File: config.mk
export PLATFORM = sky130hd
export DESIGN_NAME = rx_block_demux
export DESIGN_NICKNAME = d
export VERILOG_FILES = /design/src/rtl/rbd_pkg.sv /design/src/rtl/rbd_cfg_hold.sv /design/src/rtl/rbd_slot_decode.sv /design/src/rtl/rx_block_demux.sv
export SDC_FILE = /design/constraint.sdc
export NUM_CORES = 1
export LEC_CHECK = 0
export BUFFER_PORTS_ARGS = -buffer_cell sky130_fd_sc_hd__buf_2
export CORE_MARGIN = 1.5
export CORE_UTILIZATION = 35
export CTS_CLUSTER_DIAMETER = 40
export DETAILED_ROUTE_END_ITERATION = 8
export GPL_ROUTABILITY_DRIVEN = 1
export MAX_ROUTING_LAYER = met4
export SLEW_MARGIN = 20
export SYNTH_ARGS = -nofsm -noshare
export SYNTH_HDL_FRONTEND = slang
export SYNTH_SLANG_ARGS = --single-unit
File: constraint.sdc
create_clock -name clk -period 5.18 [get_ports clk]
set_clock_uncertainty 0.1 [all_clocks]
set_input_delay 1.036 -clock clk [delete_from_list [all_inputs] [get_ports clk]]
set_output_delay 1.036 -clock clk [all_outputs]
set_load 0.02 [all_outputs]
File: src/rtl/rbd_pkg.sv
package rbd_pkg;

    // Role of one quadlet inside a data block
    typedef enum logic [1:0] {
        SLOT_SKIP  = 2'd0,
        SLOT_AUDIO = 2'd1,
        SLOT_MIDI  = 2'd2,
        SLOT_NONE  = 2'd3
    } slot_e;

endpackage

File: src/rtl/rbd_cfg_hold.sv
// Captures the block layout at a boundary and presents the layout in force
module rbd_cfg_hold #(
    parameter int SKIP_W = 4,
    parameter int AUD_W  = 6,
    parameter int MIDI_W = 4
) (
    input  logic              clk,
    input  logic              rst_n,
    input  logic              load,
    input  logic              use_live,
    input  logic [SKIP_W-1:0] live_skip,
    input  logic [AUD_W-1:0]  live_aud,
    input  logic [MIDI_W-1:0] live_midi,
    output logic [SKIP_W-1:0] eff_skip,
    output logic [AUD_W-1:0]  eff_aud,
    output logic [MIDI_W-1:0] eff_midi
);

    typedef struct packed {
        logic [SKIP_W-1:0] skip;
        logic [AUD_W-1:0]  aud;
        logic [MIDI_W-1:0] midi;
    } layout_t;

    layout_t held_d, held_q;

    always_comb begin
        held_d = held_q;
        if (load) begin
            held_d.skip = live_skip;
            held_d.aud  = live_aud;
            held_d.midi = live_midi;
        end
    end

    always_ff @(posedge clk or negedge rst_n) begin
        if (!rst_n) held_q <= '0;
        else        held_q <= held_d;
    end

    assign eff_skip = use_live ? live_skip : held_q.skip;
    assign eff_aud  = use_live ? live_aud  : held_q.aud;
    assign eff_midi = use_live ? live_midi : held_q.midi;

endmodule

File: src/rtl/rbd_slot_decode.sv
// Classifies a block position against the layout in force
module rbd_slot_decode
    import rbd_pkg::*;
#(
    parameter int SKIP_W = 4,
    parameter int AUD_W  = 6,
    parameter int MIDI_W = 4,
    parameter int POS_W  = 6,
    parameter int CHI_W  = 5
) (
    input  logic [POS_W-1:0]  pos,
    input  logic [SKIP_W-1:0] skip,
    input  logic [AUD_W-1:0]  aud,
    input  logic [MIDI_W-1:0] midi,
    output slot_e             slot,
    output logic [CHI_W-1:0]  chan_idx,
    output logic              last
);

    localparam int LW = POS_W + 1;

    logic [LW-1:0] pos_ext, skip_end, aud_end, blk_len, pos_nx;
    logic          has_midi;

    always_comb begin
        has_midi = (midi != '0);
        pos_ext  = LW'(pos);
        skip_end = LW'(skip);
        aud_end  = skip_end + LW'(aud);
        blk_len  = aud_end + LW'(has_midi);
        pos_nx   = pos_ext + LW'(1);
        last     = (pos_nx >= blk_len);
        chan_idx = CHI_W'(pos_ext - skip_end);
        if (pos_ext < skip_end)                   slot = SLOT_SKIP;
        else if (pos_ext < aud_end)               slot = SLOT_AUDIO;
        else if (pos_ext == aud_end && has_midi)  slot = SLOT_MIDI;
        else                                      slot = SLOT_NONE;
    end

endmodule

File: src/rtl/rx_block_demux.sv
module rx_block_demux
    import rbd_pkg::*;
#(
    parameter int DATA_W    = 32,
    parameter int MAX_SKIP  = 15,
    parameter int MAX_AUDIO = 32,
    parameter int MAX_MIDI  = 8,
    parameter int CHAN_W    = 8,
    parameter int MAX_ISO   = 63,
    localparam int SKIP_W   = $clog2(MAX_SKIP + 1),
    localparam int AUD_W    = $clog2(MAX_AUDIO + 1),
    localparam int MIDI_W   = $clog2(MAX_MIDI + 1),
    localparam int CHI_W    = (MAX_AUDIO > 1) ? $clog2(MAX_AUDIO) : 1,
    localparam int POS_W    = $clog2(MAX_SKIP + MAX_AUDIO + 2)
) (
    input  logic              clk,
    input  logic              rst_n,
    input  logic              stream_en,
    input  logic [CHAN_W-1:0] iso_chan,
    input  logic [SKIP_W-1:0] skip_cnt,
    input  logic [AUD_W-1:0]  audio_cnt,
    input  logic [MIDI_W-1:0] midi_ports,
    input  logic              in_valid,
    input  logic              in_first,
    input  logic [DATA_W-1:0] in_data,
    output logic              aud_valid,
    output logic [CHI_W-1:0]  aud_chan,
    output logic [DATA_W-1:0] aud_data,
    output logic              midi_valid,
    output logic [DATA_W-1:0] midi_data
);

    typedef struct packed {
        logic              run;
        logic [POS_W-1:0]  pos;
        logic              aud_v;
        logic [CHI_W-1:0]  aud_ch;
        logic [DATA_W-1:0] aud_dat;
        logic              midi_v;
        logic [DATA_W-1:0] midi_dat;
    } state_t;

    state_t st_d, st_q;

    logic              chan_ok, active, take, boundary, last;
    logic [POS_W-1:0]  pos_cur;
    logic [SKIP_W-1:0] eff_skip;
    logic [AUD_W-1:0]  eff_aud;
    logic [MIDI_W-1:0] eff_midi;
    logic [CHI_W-1:0]  chan_idx;
    slot_e             slot;

    assign chan_ok  = (iso_chan <= CHAN_W'(MAX_ISO));
    assign active   = stream_en && chan_ok;
    assign take     = active && in_valid && (in_first || st_q.run);
    assign boundary = in_first || (st_q.pos == '0);
    assign pos_cur  = in_first ? '0 : st_q.pos;

    rbd_cfg_hold #(
        .SKIP_W(SKIP_W), .AUD_W(AUD_W), .MIDI_W(MIDI_W)
    ) u_cfg (
        .clk      (clk),
        .rst_n    (rst_n),
        .load     (take && boundary),
        .use_live (boundary),
        .live_skip(skip_cnt),
        .live_aud (audio_cnt),
        .live_midi(midi_ports),
        .eff_skip (eff_skip),
        .eff_aud  (eff_aud),
        .eff_midi (eff_midi)
    );

    rbd_slot_decode #(
        .SKIP_W(SKIP_W), .AUD_W(AUD_W), .MIDI_W(MIDI_W),
        .POS_W(POS_W), .CHI_W(CHI_W)
    ) u_dec (
        .pos     (pos_cur),
        .skip    (eff_skip),
        .aud     (eff_aud),
        .midi    (eff_midi),
        .slot    (slot),
        .chan_idx(chan_idx),
        .last    (last)
    );

    always_comb begin
        st_d        = st_q;
        st_d.aud_v  = 1'b0;
        st_d.midi_v = 1'b0;
        if (!active) begin
            st_d.run = 1'b0;
            st_d.pos = '0;
        end else if (take) begin
            st_d.run = 1'b1;
            st_d.pos = last ? '0 : pos_cur + POS_W'(1);
            case (slot)
                SLOT_AUDIO: begin
                    st_d.aud_v   = 1'b1;
                    st_d.aud_ch  = chan_idx;
                    st_d.aud_dat = in_data;
                end
                SLOT_MIDI: begin
                    st_d.midi_v   = 1'b1;
                    st_d.midi_dat = in_data;
                end
                default: ;
            endcase
        end
    end

    always_ff @(posedge clk or negedge rst_n) begin
        if (!rst_n) st_q <= '0;
        else        st_q <= st_d;
    end

    assign aud_valid  = st_q.aud_v;
    assign aud_chan   = st_q.aud_ch;
    assign aud_data   = st_q.aud_dat;
    assign midi_valid = st_q.midi_v;
    assign midi_data  = st_q.midi_dat;

endmodule

==> results of run 1 <==
==> power groups by stage <==
stage	registers [uW]	clock network, uW	logic [uW]
floorplan	797	0	190
detailed placement	804	0	259
global placement	800	0	252
CTS	791	721	260
global route	797	754	287
finish	791	698	256
==> state kept, by name, summed over array words and instances (netlist names) <==
register / count
aud_data: 32
midi_data: 32
u_cfg.held_q: 14
st_q: 7
aud_chan: 5
aud_valid: 1
midi_valid: 1
==> worst max-delay path by stage <==
| stage | endpoint | slack [ns] | cells after the start |
|---|---|---|---|
| final | midi_data[9]$_DFFE_PN0P_ | 0.64 | 16 |
| after CTS | midi_data[9]$_DFFE_PN0P_ | 0.61 | 16 |
| after floorplan | aud_chan[4]$_DFFE_PN0P_ | 0.44 | 16 |
| after global routing | midi_data[9]$_DFFE_PN0P_ | 0.39 | 16 |
| after global placement | midi_data[5]$_DFFE_PN0P_ | 0.40 | 16 |
| after detailed placement | midi_data[9]$_DFFE_PN0P_ | 0.33 | 16 |
==> final cells by class <==
| cell class | count | area (um^2) |
|---|---|---|
| fillers | 1401 | 8652 |
| flip-flops and latches | 92 | 2302 |
| multi-input cells | 251 | 2196 |
| repair buffers | 134 | 725.7 |
| clock buffers | 11 | 252.7 |
| well taps | 184 | 230.2 |
| clock inverters | 2 | 60.06 |
| inverters | 16 | 60.06 |
==> metrics by stage <==
| stage | cell area [um^2] | hold slack (ns) |
|---|---|---|
| 3_3_place_gp | 5512 | 0.3703 |
| 3_5_place_dp | 5512 | 0.3849 |
| 6_report | 5827 | 0.3959 |
| 5_1_grt | 5827 | 0.4116 |
| 4_1_cts | 5824 | 0.3988 |
| 2_1_floorplan | 5152 | 0.3640 |
==> layer usage <==
layer / track usage [%] / wire length, um / up-vias
met5: - / 0 / -
met4: 5.544 / 210 / 0
met3: 3.522 / 583 / 15
met2: 22.79 / 4934 / 91
met1: 18.72 / 4707 / 1634
li1: - / - / 1588
==> logic make-up after synthesis <==
family	after synthesis	synth area share, %
buffers and inverters	95	12.75
and+or+nand+nor	71	7.334
AOI/OAI and AO/OA	48	6.605
DFF	92	44.68
adders and majority gates	24	5.828
muxes	94	20.42
xor gates and xnor gates	14	2.380
==> cell usage in the layout (no fill, tap or decap), drive strengths merged, types with 2 or more instances in the layout <==
master  count
a21o        7
a21oi       8
a221oi      2
a22oi       2
a32oi       4
and3        2
buf       134
bufinv      2
clkbuf     11
dfrtp      92
ha         24
inv        16
mux2       86
mux2i       8
nand2      18
nand2b      3
nand3       4
nor2       20
nor2b       8
nor3        3
nor4        2
o21a        4
o21ai      12
o31ai       2
or2         2
or3         2
or4         2
xnor2      10
xor2        4
==> results.md, run 1 <==
- Status: completed
- Worst Path Max Fanout: 32
- Total iterations of the first detailed-routing run: 4
- IO buf count: around 120
- Cells after DPL: about 680
- Crit start category: register
- R2R Path End: midi_data[9]$_DFFE_PN0P_
- Antenna Diode Count: 0
- Critical Path AT: 4.67 ns
- Yosys top cell area share: 44.68%
- Vias per cell: between 4 and 5
- Hold Path End: aud_data[28]$_DFFE_PN0P_
- CTS H-tree lvls: 3
- Largest cells by area after synthesis: dfrtp_1, mux2_2, buf_4, ha_1, xnor2_1
- Setup tns final: 0 ns
- Min-Delay Path Class: register to register
- CP Launch Point: st_q[74]$_DFFE_PN0P_
- Post-DP HPWL: just under 8000 um
- Switching Share: about a quarter
- Seq/Total Area, Yosys: ~45%
- Setup WS post-layout: about 0.64 ns
- Number of routed nets with antenna violations: 0
- Area growth syn-to-layout: 13.09%
- Most numerous cell in the Yosys netlist: dfrtp_1
- Via count: 3328
- Internal: approximately 1300 uW
- Fin. Hold Viols: 0
- Post-synth net total: roughly 520
- Seq pwr share: between 40 and 50%
- Min-delay src: aud_data[28]$_DFFE_PN0P_
- Die H: between 100 and 150 um
- Hold path cells: 1
- Placer congestion estimate: roughly 0.8
- Sink Count: between 90 and 100
- Worst VDD drop: around 0.18 mV
- DIE WIDTH: 124.3 um
- Overall Power: 1746 uW
- Ys async rst share: 100.0%
- Number of setup violations in the final report: 0
- Largest net degree at the start of global routing: 53
- DR WL/cell: around 15 um
- Clk pwr share: 40.0%
- Max cap viols: 0
- Synth area leader: dfrtp_1
- CTS hold repair buffers: 0
- Pleak: ~0.0032 uW
- Number of enable flip-flop cells after synthesis: 0
- Worst-Margin Slew: roughly 0.72 ns
- Clock-pin slew on the worst setup and hold paths: roughly 0.060 ns
- DR iter-0 viols: 64
- Final core utilization: between 40% and 50%
- Cts repair resizes: 0
- CTS Buf Count: 9
- Initial antenna violation count: 0
- Nets: between 500 and 600
- RSZ-0062 raised after global routing: no
- Slowest CP cell: dfrtp_1
- Final WL: roughly 10000 um
- Fin cells: 690
- Required @ worst endpoint: 5.30 ns
- NetSw: 419.2 uW
- Vias in the first global route: about 3400
- Core ar.: 14480 um^2
- FF+latch count, synth: 92
- Comb power frac: roughly 15%
- Root buffer cell: clkbuf_16
- DP Worst Slack: 0.3303 ns
- Clk buf depth: 2
- Starting Density: between 30% and 40%
- CP endpoint kind: register
- First-pass GRT wire length: around 18000 um
- Worst reg2reg path depth: 16
- Max Clk Rate: 220.1 MHz
- Reg2Reg Setup Slack: ~0.64 ns
- CP Cell Sequence: nor4_4 -> a21o_1 -> buf_4 -> mux2_2 -> ha_1 -> or3_1 -> o22a_1 -> xnor2_1 -> inv_1 -> ha_1 -> o21ai_0 -> a21oi_1 -> o21ai_2 -> nand3b_4 -> buf_12 -> mux2_2
- Bufs and invs on worst path: 3
- Power density cells: roughly 300 nW/um^2
- Cells after Synth: roughly 440
- RR Startpoint: st_q[74]$_DFFE_PN0P_
- Row cnt: 44
- Post-synth top cells: dfrtp_1, mux2_2, buf_4
- CP Class: register to register
- Rel. slew slack: between 50% and 60%
- Layout cell share with drive strength beyond 1: a little under half
- TritonCTS clock tree: built
- Synth warn: 0
- DRC: 0
- Top Family by Delay on Critical Path: simple AND/OR/NAND/NOR gates
- Crit-path max cell delay: approximately 0.48 ns
- Clock Latency Late Sink: 0.34 ns
- Final Max Tran Viols: 0
- Post-CTS Setup Inserts: 0
- Area of the die: 15460 um^2
- IO Count: 130
- Final Critical Period: 4.544 ns
- Most used DFF post-synth: dfrtp_1
- Total GRT Usage: 14.70%
- Post-Syn Area: around 5000 um^2
- Fin crit share: between 80% and 90%
- Grt total ovfl: 0
- Synth unique cells: 48
- Syn_area_per_cell: 11.76 um^2
Note: power is estimated with default switching activity, not from simulation.
==> run 2: changes to the inputs <==
--- a/config.mk
+++ b/config.mk
@@ -7,7 +7,7 @@
 export LEC_CHECK = 0
 export BUFFER_PORTS_ARGS = -buffer_cell sky130_fd_sc_hd__buf_2
 export CORE_MARGIN = 1.5
-export CORE_UTILIZATION = 35
+export CORE_UTILIZATION = 24
 export CTS_CLUSTER_DIAMETER = 40
 export DETAILED_ROUTE_END_ITERATION = 8
 export GPL_ROUTABILITY_DRIVEN = 1
==> results.md, run 2 (synthesis results as in run 1) <==
- Clock-pin slew on the worst setup and hold paths: 0.07 ns (about the same)
- Clk buf depth: 2 (unchanged)
- Via count: 3259 (-2.1%)
- Slowest CP cell: dfrtp_1
- Number of setup violations in the final report: 0 (unchanged)
- Final Max Tran Viols: 0 (unchanged)
- Vias per cell: 4.152 (-14%)
- Min-Delay Path Class: register to register
- Starting Density: 24.51% (-11 points)
- Post-DP HPWL: 7838 um (+0.87%)
- Internal: 1290 uW (-2.7%)
- Crit-path max cell delay: 0.48 ns (about the same)
- Root buffer cell: clkbuf_16
- Setup tns final: 0 ns (unchanged)
- Total iterations of the first detailed-routing run: 4 (unchanged)
- Initial antenna violation count: 1 (+1)
- Total GRT Usage: 9.753% (-4.9 points)
- Placed inst area: 5628 um^2 (+2.1%)
- Final WL: 10470 um (+0.34%)
- Top Family by Delay on Critical Path: simple AND/OR/NAND/NOR gates
- CTS Buf Count: 9 (unchanged)
- Grt total ovfl: 0 (unchanged)
- Required @ worst endpoint: 5.31 ns (about the same)
- Number of routed nets with antenna violations: 0 (unchanged)
- Worst VDD drop: 0.1700 mV (-6.2%)
- Comb power frac: 14.4% (-0.3 points)
- Seq pwr share: 45.0% (-0.3 points)
- Cells after DPL: 768 (+13%)
- Critical Path AT: 4.86 ns (+0.19 ns)
- TritonCTS clock tree: built
- IO Count: 130 (unchanged)
- Fin cells: 785 (+14%)
- Core ar.: 21020 um^2 (+45%)
- DIE WIDTH: 149.5 um (+20%)
- Placer congestion estimate: 0.7943 (-3.1%)
- CP endpoint kind: register
- RSZ-0062 raised after global routing: no
- Bufs and invs on worst path: 2 (-1)
- Cts repair resizes: 0 (unchanged)
- NetSw: 460.4 uW (+9.8%)
- Most frequent cells in the layout: buf_2, dfrtp_1, mux2_2, ha_1, nor2_1
- Max Clk Rate: 211.0 MHz (-4.1%)
- Switching Share: 26.30% (+2.3 points)
- CP Class: register to register
- CTS H-tree lvls: 3 (unchanged)
- Fin crit share: 91.49% (+3.8 points)
- DR iter-0 viols: 90 (+41%)
- Area growth syn-to-layout: 15.47%
- CP Cell Sequence: nor4_4 -> a21o_1 -> mux2_2 -> ha_1 -> ha_1 -> or3_1 -> o22a_1 -> xnor2_1 -> inv_1 -> ha_1 -> o21ai_0 -> a21oi_1 -> o21ai_2 -> nand3b_4 -> buf_12 -> mux2_2
- Area of the die: 22360 um^2 (+45%)
- Status: completed
- Worst Path Max Fanout: 20 (-38%)
- Clk pwr share: 40.6% (+0.6 points)
- Power density cells: 294.3 nW/um^2 (-1.8%)
- Cell mode on critical path: ha_1
- DRC: 0 (unchanged)
- DR WL/cell: 13.34 um (-12%)
- CTS hold repair buffers: 0 (unchanged)
- First-pass GRT wire length: 16260 um (-7.5%)
- Die H: 149.5 um (+20%)
- Post-CTS Setup Inserts: 0 (unchanged)
- Worst-Margin Slew: 0.6991 ns (-0.02001 ns)
- Rel. slew slack: 53.34% (+1.3 points)
- Final instance area: 5949 um^2 (+2.1%)
- Crit start category: register
- Max cap viols: 0 (unchanged)
- IO buf count: 123 (unchanged)
- Layout cell share with drive strength beyond 1: 47.35% (+0.31 points)
- Row cnt: 53 (+20%)
- Pleak: 0.003218 uW (about the same)
- Final Critical Period: 4.739 ns (+0.1952 ns)
- Clock Latency Late Sink: 0.35 ns (about the same)
- Sink Count: 92 (unchanged)
- Vias in the first global route: 3172 (-7.0%)
- Nets: 587 (unchanged)
- Leading cell type in the layout, fill and taps excluded: buf_2
- Fin. Hold Viols: 0 (unchanged)
- Largest net degree at the start of global routing: 51 (-3.8%)
## run 2: worst reg2reg max path, cell delays in order, from the launching register on
cell and delay [ns]:
dfrtp_1 0.48, nor4_4 0.43, a21o_1 0.34, mux2_2 0.38, ha_1 0.22, ha_1 0.19
or3_1 0.40, o22a_1 0.21, xnor2_1 0.18, inv_1 0.08, ha_1 0.31, o21ai_0 0.14
a21oi_1 0.07, o21ai_2 0.24, nand3b_4 0.30, buf_12 0.20, mux2_2 0.36
## run 2: power groups by stage
stage	clock (uW)	sequential, uW	combinational (uW)
detailed placement	0	803	253
floorplan	0	797	190
finish	710	789	252
CTS	741	789	255
global placement	0	801	252
global route	767	794	282
## run 2: area by class of cell
cell class                 instances  area [um^2]
antenna                            1        2.502
clock buffer                      11        252.7
clock inverter                     5        66.31
fill                            2184        15070
inverter                          16        60.06
multi-input combinational        251         2196
sequential                        92         2302
tap                              275        344.1
timing repair buffer             134        725.7
## run 2: path summary, 6_finish.rpt
kind	startpoint	end	slack, ns	cells past startpoint
min in group asynchronous	rst_n	aud_data[25]$_DFFE_PN0P_	0.59	1
hold reg to reg	aud_data[15]$_DFFE_PN0P_	aud_data[15]$_DFFE_PN0P_	0.40	1
max in group asynchronous	rst_n	midi_data[18]$_DFFE_PN0P_	3.33	2
hold / removal	aud_data[15]$_DFFE_PN0P_	aud_data[15]$_DFFE_PN0P_	0.40	1
setup reg to reg	st_q[74]$_DFFE_PN0P_	midi_data[31]$_DFFE_PN0P_	0.44	16
setup / recovery	st_q[74]$_DFFE_PN0P_	midi_data[31]$_DFFE_PN0P_	0.44	16
## run 2: through the flow
step / total power (uW) / hold WS (ns) / setup WS (ns) / util (%)
after global routing: 1844 / 0.4144 / 0.09756 / 28.30
after global placement: 1053 / 0.3690 / 0.2127 / 26.76
final: 1751 / 0.3957 / 0.4407 / 28.30
after detailed placement: 1056 / 0.3829 / 0.1913 / 26.77
after CTS: 1786 / 0.3999 / 0.3734 / 28.29
after floorplan: 986.1 / 0.3640 / 0.4412 / -
## run 2: layer usage
| metal | track usage, % | wire length (um) | part of all wire (%) | up-vias |
|---|---|---|---|---|
| met1 | 12.64 | 5069 | 48 | 1557 |
| met5 | - | 0 | 0 | - |
| met2 | 14.31 | 4551 | 43 | 98 |
| met4 | 2.525 | 99 | 0.95 | 0 |
| li1 | - | - | - | 1594 |
| met3 | 3.537 | 751 | 7.2 | 10 |
==> run 3: changes to the inputs <==
==> constraint.sdc (replaced) <==
create_clock -name clk -period 4.14 [get_ports clk]
set_clock_uncertainty 0.1 [all_clocks]
set_input_delay 0.828 -clock clk [delete_from_list [all_inputs] [get_ports clk]]
set_output_delay 0.828 -clock clk [all_outputs]
set_load 0.02 [all_outputs]
==> results.md, run 3 (synthesis results as in run 1) <==
- Status: finished with violations
- Failing checks: negative setup slack
- M1 WL: 5711 um (+13%)
- Cells after DPL: 797 (+3.8%)
- Root buffer cell: clkbuf_16
- Number of routed nets with antenna violations: 0 (unchanged)
- Max cap viols: 0 (unchanged)
- RR Startpoint: st_q[71]$_DFFE_PN0P_
- DRC: 0 (unchanged)
- Hold slack: 0.3250 ns (-0.07064 ns)
- Crit start category: register
- Vias in the first global route: 3464 (+9.2%)
- WL met3: 638 um (-15%)
- Grt total ovfl: 0 (unchanged)
- Final WL: 11970 um (+14%)
- Nets: 628 (+7.0%)
- Critical Path AT: 4.29 ns (-0.57 ns)
- Switching Share: 25.82% (-0.48 points)
- CTS H-tree lvls: 3 (unchanged)
- Sink Count: 92 (unchanged)
- Comb power frac: 16.5% (+2.1 points)
- # fillers: 2107 (-3.5%)
- First-pass GRT wire length: 18020 um (+11%)
- Fin crit share: 100.7% (+9.2 points)
- Largest net degree at the start of global routing: 37 (-27%)
- Fin. Hold Viols: 0 (unchanged)
- DIE WIDTH: 149.5 um (unchanged)
- Final Critical Period: 4.167 ns (-0.5720 ns)
- Vias per cell: 4.157 (+0.12%)
- Worst-Margin Slew: 0.5679 ns (-0.1312 ns)
- Initial antenna violation count: 0 (-1)
- Seq pwr share: 43.9% (-1.1 points)
- DP Worst Slack: -0.3526 ns (-0.5440 ns)
- Total iterations of the first detailed-routing run: 4 (unchanged)
- Post-DP HPWL: 8679 um (+11%)
- Clock-pin slew on the worst setup and hold paths: 0.07 ns (about the same)
- Placer congestion estimate: 0.7815 (-1.6%)
- Fin cells: 824 (+5.0%)
- Most frequent cells in the layout: buf_2, dfrtp_1, mux2_2, buf_4, mux2_4
- Clk buf depth: 2 (unchanged)
- Pleak: 0.003639 uW (+13%)
- Met2 wire len: 5531 um (+22%)
- DR iter-0 viols: 76 (-16%)
- Leading cell type in the layout, fill and taps excluded: buf_2
- Via count: 3425 (+5.1%)
- Number of setup violations in the final report: 26 (+26)
- Max Clk Rate: 240.0 MHz (+14%)
- Rel. slew slack: 61.74% (+8.4 points)
- Die H: 149.5 um (unchanged)
- Register area: 2302 um^2 (unchanged)
- Clk pwr share: 39.6% (-1.0 points)
- Top routing layer used: met4
- Multi-input logic area: 2455 um^2 (+12%)
- Total GRT Usage: 10.84% (+1.1 points)
- Area of the die: 22360 um^2 (unchanged)
- Min-Delay Path Class: input pin to async pin
- Antenna Diode Count: 0 (-1)
- NetSw: 582.5 uW (+27%)
- IO buf count: 123 (unchanged)
- Final Max Tran Viols: 0 (unchanged)
- CP Class: register to register
- DR WL/cell: 14.52 um (+8.9%)
- Required @ worst endpoint: 4.27 ns (-1.04 ns)
- Internal: 1674 uW (+30%)
- CP endpoint kind: register
- Setup WS post-layout: -0.02731 ns (-0.4680 ns)
- RSZ-0062 raised after global routing: yes
- Power density cells: 338.9 nW/um^2 (+15%)
- Starting Density: 24.51% (unchanged)
- Clock Latency Late Sink: 0.35 ns (about the same)
- Setup tns final: -0.2140 ns (-0.2140 ns)
- Worst VDD drop: 0.2134 mV (+25%)
- Row cnt: 53 (unchanged)
- Area growth syn-to-layout: 29.19%
- IO Count: 130 (unchanged)
- CTS Buf Count: 9 (unchanged)
- CP Launch Point: st_q[71]$_DFFE_PN0P_
- Core ar.: 21020 um^2 (unchanged)
- Overall Power: 2256 uW (+29%)
- TritonCTS clock tree: built
- Worst Path Max Fanout: 7 (-65%)
- Layout cell share with drive strength beyond 1: 54.28% (+6.9 points)
==> run 3: per-stage QoR <==
step / util, % / cell area [um^2]
CTS: 30.78 / 6471
detailed placement: 28.74 / 6042
floorplan: - / 5370
finish: 31.66 / 6656
global route: 31.66 / 6656
global placement: 28.74 / 6042
==> run 3: power by group through the flow <==
| stage | registers, uW | logic [uW] | clock network, uW |
|---|---|---|---|
| final | 990 | 373 | 893 |
| after global routing | 997 | 412 | 966 |
| after CTS | 989 | 371 | 930 |
| after detailed placement | 1010 | 355 | 0 |
| after global placement | 1000 | 351 | 0 |
| after floorplan | 997 | 248 | 0 |
==> run 3: metal layers <==
| layer | up-vias | track usage, % |
|---|---|---|
| met3 | 6 | 3.476 |
| li1 | 1679 | - |
| met1 | 1649 | 13.54 |
| met4 | 0 | 2.723 |
| met2 | 91 | 16.89 |
| met5 | - | - |
==> run 3: worst paths after layout <==
path / to / slack (ns) / depth (start not counted)
max: midi_data[29]$_DFFE_PN0P_ / -0.03 / 18
min: midi_data[25]$_DFFE_PN0P_ / 0.33 / 1
max reg2reg: midi_data[29]$_DFFE_PN0P_ / -0.03 / 18
min reg2reg: aud_data[1]$_DFFE_PN0P_ / 0.40 / 1
max in group asynchronous: aud_chan[3]$_DFFE_PN0P_ / 2.83 / 2
min in group clk: aud_data[1]$_DFFE_PN0P_ / 0.40 / 1
==> run 3: critical path, stage by stage, from the launching register on <==
cell      delay [ns]
dfrtp_1         0.41
nor4_4          0.36
buf_4           0.20
a21oi_4         0.08
mux2_4          0.32
ha_4            0.17
ha_4            0.15
or3_4           0.38
o22a_1          0.23
xnor2_2         0.17
inv_2           0.07
ha_4            0.26
buf_6           0.09
nand2_4         0.05
nor3_4          0.14
buf_6           0.13
nand3b_4        0.20
buf_12          0.22
mux2_4          0.30
==> run 3: final cells by class <==
class | instances | area share [%]
clock buffers | 10 | 3.440
flip-flops and latches | 92 | 34.59
well taps | 275 | 5.169
repair buffers | 175 | 17.78
clock inverters | 5 | 1.241
inverters | 16 | 0.9023
multi-input cells | 251 | 36.88
==> run 3: what timing repair did <==
item                       in CTS  in global routing
pin swaps                      11                  1
resized for setup              17                  7
hold endpoints to repair        0                  0
setup endpoints to repair      67                 71
hold buffers                    0                  0
buffers inserted                1                  4
cloned                          1                  6
